**config.mk**
```make
export PLATFORM = sky130hd
export DESIGN_NAME = mphy_status_responder
export DESIGN_NICKNAME = d
export VERILOG_FILES = /design/src/rtl/mphy_status_responder.sv
export SDC_FILE = /design/constraint.sdc
export NUM_CORES = 1
export LEC_CHECK = 0
export BUFFER_PORTS_ARGS = -buffer_cell sky130_fd_sc_hd__clkbuf_2
export CELL_PAD_IN_SITES_DETAIL_PLACEMENT = 1
export CELL_PAD_IN_SITES_GLOBAL_PLACEMENT = 2
export CORE_ASPECT_RATIO = 0.5
export CORE_MARGIN = 5
export CORE_UTILIZATION = 30
export DETAILED_ROUTE_END_ITERATION = 16
export PLACE_DENSITY_LB_ADDON = 0.1
export SLEW_MARGIN = 20
export SYNTH_ARGS = -nofsm -noshare
export SYNTH_HDL_FRONTEND = slang
export SYNTH_SLANG_ARGS = --single-unit
```
**constraint.sdc**
```tcl
create_clock -name clk -period 2.2 [get_ports clk]
set_input_delay 0.22 -clock clk [delete_from_list [all_inputs] [get_ports clk]]
set_output_delay 0.22 -clock clk [all_outputs]
set_load 0.1 [all_outputs]
```
**src/rtl/mphy_status_responder.sv**
```systemverilog
module mphy_status_responder #(
  parameter int NPORT = 4,
  parameter int AW    = 5
) (
  input  logic                     clk,
  input  logic                     rst_n,
  input  logic [1:0]               cfg_stat_mode,
  input  logic [1:0]               cfg_bus_mode,
  input  logic [AW-$clog2(NPORT)-1:0] cfg_base,
  input  logic [NPORT-1:0]         tx_room,
  input  logic [NPORT-1:0]         rx_ready,
  input  logic [AW-1:0]            tx_addr_a,
  input  logic                     tx_enb_a_n,
  input  logic [AW-1:0]            tx_addr_b,
  input  logic                     tx_enb_b_n,
  input  logic [AW-1:0]            rx_addr_a,
  input  logic                     rx_enb_a_n,
  input  logic [AW-1:0]            rx_addr_b,
  input  logic                     rx_enb_b_n,
  output logic [NPORT-1:0]         tx_clav,
  output logic [NPORT-1:0]         tx_clav_oe,
  output logic [NPORT-1:0]         rx_clav,
  output logic [NPORT-1:0]         rx_clav_oe,
  output logic [$clog2(NPORT)-1:0] tx_sel_a,
  output logic                     tx_sel_a_vld,
  output logic [$clog2(NPORT)-1:0] tx_sel_b,
  output logic                     tx_sel_b_vld,
  output logic [$clog2(NPORT)-1:0] rx_sel_a,
  output logic                     rx_sel_a_vld,
  output logic [$clog2(NPORT)-1:0] rx_sel_b,
  output logic                     rx_sel_b_vld
);
  localparam int PW = $clog2(NPORT);
  localparam int GW = AW - PW;
  localparam logic [AW-1:0] NULL_ADDR = '1;

  logic [1:0]    stat_q, bus_q;
  logic [GW-1:0] base_q;

  always_ff @(posedge clk)
    if (!rst_n) begin
      stat_q <= cfg_stat_mode;
      bus_q  <= cfg_bus_mode;
      base_q <= cfg_base;
    end

  wire       dual  = (bus_q == 2'd2);
  wire [1:0] smode = (stat_q == 2'd3) ? 2'd0 : stat_q;

  function automatic logic in_group(input logic [AW-1:0] a, input logic [GW-1:0] b);
    return (a != NULL_ADDR) && (a[AW-1:PW] == b);
  endfunction

  function automatic logic lane_has(input logic [AW-1:0] a, input logic ln,
                                    input logic dm, input logic [GW-1:0] b);
    if (dm) return in_group(a, b) && (a[PW-1] == ln);
    return in_group(a, b) && !ln;
  endfunction

  logic [NPORT-1:0] flag [2];
  logic [AW-1:0]    addr [2][2];
  logic             enbn [2][2];

  assign flag[0] = tx_room;
  assign flag[1] = rx_ready;
  assign addr[0][0] = tx_addr_a;  assign enbn[0][0] = tx_enb_a_n;
  assign addr[0][1] = tx_addr_b;  assign enbn[0][1] = tx_enb_b_n;
  assign addr[1][0] = rx_addr_a;  assign enbn[1][0] = rx_enb_a_n;
  assign addr[1][1] = rx_addr_b;  assign enbn[1][1] = rx_enb_b_n;

  for (genvar d = 0; d < 2; d++) begin : g_dir
    logic [NPORT-1:0] nclav, noe, clav_q, oe_q;

    always_comb begin
      logic ln;
      nclav = '0;
      noe   = '0;
      case (smode)
        2'd1:
          for (int l = 0; l < 2; l++)
            if (lane_has(addr[d][l], 1'(l), dual, base_q)) begin
              noe[l]   = 1'b1;
              nclav[l] = flag[d][addr[d][l][PW-1:0]];
            end
        2'd2:
          for (int i = 0; i < NPORT; i++) begin
            ln = dual && (i >= NPORT/2);
            if (in_group(addr[d][ln], base_q) && (dual || !ln)) begin
              noe[i]   = 1'b1;
              nclav[i] = flag[d][i];
            end
          end
        default: begin
          noe   = '1;
          nclav = flag[d];
        end
      endcase
    end

    always_ff @(posedge clk)
      if (!rst_n) begin
        clav_q <= '0;
        oe_q   <= '0;
      end else begin
        clav_q <= nclav;
        oe_q   <= noe;
      end

    for (genvar l = 0; l < 2; l++) begin : g_lane
      logic [AW-1:0] addr_q;
      logic          enb_q, selv_q;
      logic [PW-1:0] sel_q;

      always_ff @(posedge clk)
        if (!rst_n) begin
          addr_q <= NULL_ADDR;
          enb_q  <= 1'b0;
          sel_q  <= '0;
          selv_q <= 1'b0;
        end else begin
          addr_q <= addr[d][l];
          enb_q  <= enbn[d][l];
          if (enb_q && !enbn[d][l] && lane_has(addr_q, 1'(l), dual, base_q)) begin
            sel_q  <= addr_q[PW-1:0];
            selv_q <= 1'b1;
          end
        end
    end
  end

  assign tx_clav      = g_dir[0].clav_q & g_dir[0].oe_q;
  assign tx_clav_oe   = g_dir[0].oe_q;
  assign rx_clav      = g_dir[1].clav_q & g_dir[1].oe_q;
  assign rx_clav_oe   = g_dir[1].oe_q;
  assign tx_sel_a     = g_dir[0].g_lane[0].sel_q;
  assign tx_sel_a_vld = g_dir[0].g_lane[0].selv_q;
  assign tx_sel_b     = g_dir[0].g_lane[1].sel_q;
  assign tx_sel_b_vld = g_dir[0].g_lane[1].selv_q;
  assign rx_sel_a     = g_dir[1].g_lane[0].sel_q;
  assign rx_sel_a_vld = g_dir[1].g_lane[0].selv_q;
  assign rx_sel_b     = g_dir[1].g_lane[1].sel_q;
  assign rx_sel_b_vld = g_dir[1].g_lane[1].selv_q;
endmodule

```
==> flow_summary.yaml <==
global_routing:
  antenna_found_initial: 0
  gr-total-overflow: 0
  grt_start_max_net_pins: 36
  grt_pass1_wl_um: 13500
  grt_pass1_vias: 2427
  gr-usage-all-layers_pct: 15.9
sta:
  min_period_ps: 1880
  whs_ps: 76.1
  slew_headroom_pct: 60.6
  max_freq_mhz: 532
  period_share_pct: 85.5
  finalMaxSlewViolations: 0
  rsz0062_at_grt: "no"
  worst_pin_slew_ps: 588
  setup_tns_ps: 0
  clock_skew_ps: 5.71
  hold_viol: 0
  setup_viol: 0
  post-route-worst-setup-slack_ps: 319
final_layout:
  n_antenna_cell: 0
  regArea_mm2: 0.00121
  final_cell_area_mm2: 0.00349
  syn_to_final_growth_pct: 30.4
  multiInputGateArea_mm2: 0.00136
  n_fill_cell: 1023
  layout-drive-gt1-share_pct: 28.7
  fin_util_pct: 40.0
  final_cells: 458
  layout.nets: 379
logic_synthesis:
  muxShareOfSynthArea_pct: 5.62
  synth_compound_area_share_pct: 14.5
  synth_top_family_by_area: "simple AND/OR/NAND/NOR gates"
  yosys_register_bits: 57
  synth-xor-area-share_pct: 6.88
  async_flop_share_pct: 0
  yosys.area_share.simple_pct: 22.8
  synth_nets: 308
  synth_ff_type: "dfxtp_1"
  synth-edff-count: 7
  yosys_warnings: 0
  avgSynthCellArea_um2: 10.1
  synthAdderAreaFrac_pct: 0.936
  seq_area_frac_synth_pct: 45.3
  synth_cells: 265
  synth_cell_types: 46
  syn_area_mm2: 0.00267
drt:
  dr.pass1.iters: 4
  drc: 0
  routed_via_density: 4.83
  routed_wl_um: 8430
  wl_per_cell_um: 18.4
  drt_iter0_drc: 113
  drtAntennaViolNets: 0
  vias: 2212
clocking:
  cts.clk_slew.worst_paths_ps: 50
  numCtsBuffers: 9
  cts_tree: "built"
  cts_buffer_depth: 2
  clk-insertion-delay-late_ps: 330
  clk_root_buffer_cell: "clkbuf_16"
  htree_levels: 3
  post_cts_buffers: 0
  postCtsHoldBufs: 0
  ctsResizeCount: 0
  cts.sinks: 57
floorplanning:
  die_y_um: 76.7
  num_rows: 24
  design.die.area_mm2: 0.0110
  core_mm2: 0.00871
  ioPinCount: 69
  start_util_pct: 30.7
  die_w_um: 143
critical_path:
  critPathMaxStageDelay_ps: 510
  worstPathRequired_ps: 2400
  critical_path_buf_inv_count: 0
  cp_top_family: "compound AO/OA/AOI/OAI gates"
  cp_max_fo: 12
  path_cells: "nor2b_2 -> o21a_1 -> a31oi_1 -> o41ai_1"
  critPathCaptureType: "flip-flop"
  critPathSlowestCell: "nor2b_2"
  startpoint_type: "flip-flop"
  crit_arrival_ps: 2080
  path_class: "reg2reg"
placement:
  place_congestion: 0.816
  dp_slack_ps: 327
  placed_cell_area_mm2: 0.00313
  place_inst: 442
  dpl.hpwl_um: 6310
  port_buffers: 68
power_and_ir_drop:
  powerDensity_mw_per_mm2: 967
  leakagePower_nw: 1.50
  max-vdd-ir-drop_mv: 0.479
  total_power_mw: 3.37
run_status:
  status: "finished clean"
min_path:
  hp-class: "in2reg"
job:
  maxCapViolCount: 0
==> path summary, 6_finish.rpt <==
check	from	end	slack, ps	cells after the start
setup / recovery	bus_q[0]	g_dir[0].clav_q[3]	320	4
hold reg to reg	rx_sel_a[0]	rx_sel_a[0]	460	2
setup reg to reg	bus_q[0]	g_dir[0].clav_q[3]	320	4
hold / removal	cfg_stat_mode[1]	stat_q[1]	80	1
==> cell type report <==
| class | count | area share [%] |
|---|---|---|
| clock buffer | 12 | 7.39 |
| clock inverter | 4 | 2.76 |
| inverter | 7 | 0.754 |
| multi-input combinational | 186 | 38.9 |
| sequential | 57 | 34.7 |
| tap | 117 | 4.20 |
| timing repair buffer | 75 | 11.3 |
==> report_power, final <==
| group | internal (mW) | switching [mW] | total (mW) |
|---|---|---|---|
| logic | 0.166 | 0.390 | 0.556 |
| clock network | 1.18 | 0.489 | 1.67 |
| registers | 1.12 | 0.0344 | 1.15 |
| total | 2.46 | 0.913 | 3.37 |
==> per-layer routing <==
layer / routed length (um) / GRT usage, % / up-vias
met1: 4400 / 23.6 / 1038
li1: - / - / 1106
met2: 3420 / 21.9 / 60
met4: 62 / 3.67 / 0
met5: 0 / 0 / -
met3: 552 / 5.28 / 8
==> kinds of logic after synthesis <==
logic type                 count (synthesis)
AOI/OAI and AO/OA                         53
xor gates and xnor gates                  21
buffers and inverters                     22
DFF                                       57
adders and majority gates                  2
muxes                                     10
and+or+nand+nor                          100
==> registers in the layout, summed over array words and instances (netlist names) <==
signal and count:
base_q 3, tx_sel_b 2, tx_sel_a_vld 1, stat_q 2, tx_sel_a 2, rx_sel_a_vld 1, rx_clav_oe 3, g_dir.g_lane.enb_q 4
rx_sel_b 2, tx_sel_b_vld 1, rx_sel_b_vld 1, rx_sel_a 2, tx_clav_oe 3, g_dir.clav_q 8, g_dir.g_lane.addr_q 20, bus_q 2
==> Yosys cell counts (6+ instances only) <==
cell type   n  area share (%)
and2_1     15             3.5
inv_1       6            0.84
nand2_1    13             1.8
nor2_1      6            0.84
mux2i_1     6             2.2
dfxtp_1    50              37
nand2b_1   22             5.1
nand4_1     9             2.1
nand3b_1    6             1.7
xnor2_1    10             3.3
clkbuf_1    6            0.84
nand3_1     7             1.3
xor2_1     11             3.6
o21a_1      8             2.2
edfxtp_1    7             7.9
a21oi_1    10             1.9
o31ai_1     8             2.2
==> layout by cell type (no fill, tap or decap), drive strengths merged, types with 2 or more instances in the layout <==
master and n:
a31oi 3, xor2 11, ha 2, edfxtp 7, and3 5, a211oi 4
dfxtp 50, a21o 3, clkbuf 80, o21a 8, bufinv 3, mux2i 6
o41ai 2, mux4 4, o21ai 4, nand2 13, nand3b 6, nor2 6
and2 15, nand3 7, inv 7, and3b 4, o31ai 8, a21oi 10
nor3 4, nand2b 22, buf 7, o211a 2, o22ai 4, and4 4
nand4 9, xnor2 10
No activity file was read; power rests on OpenSTA's default activity.
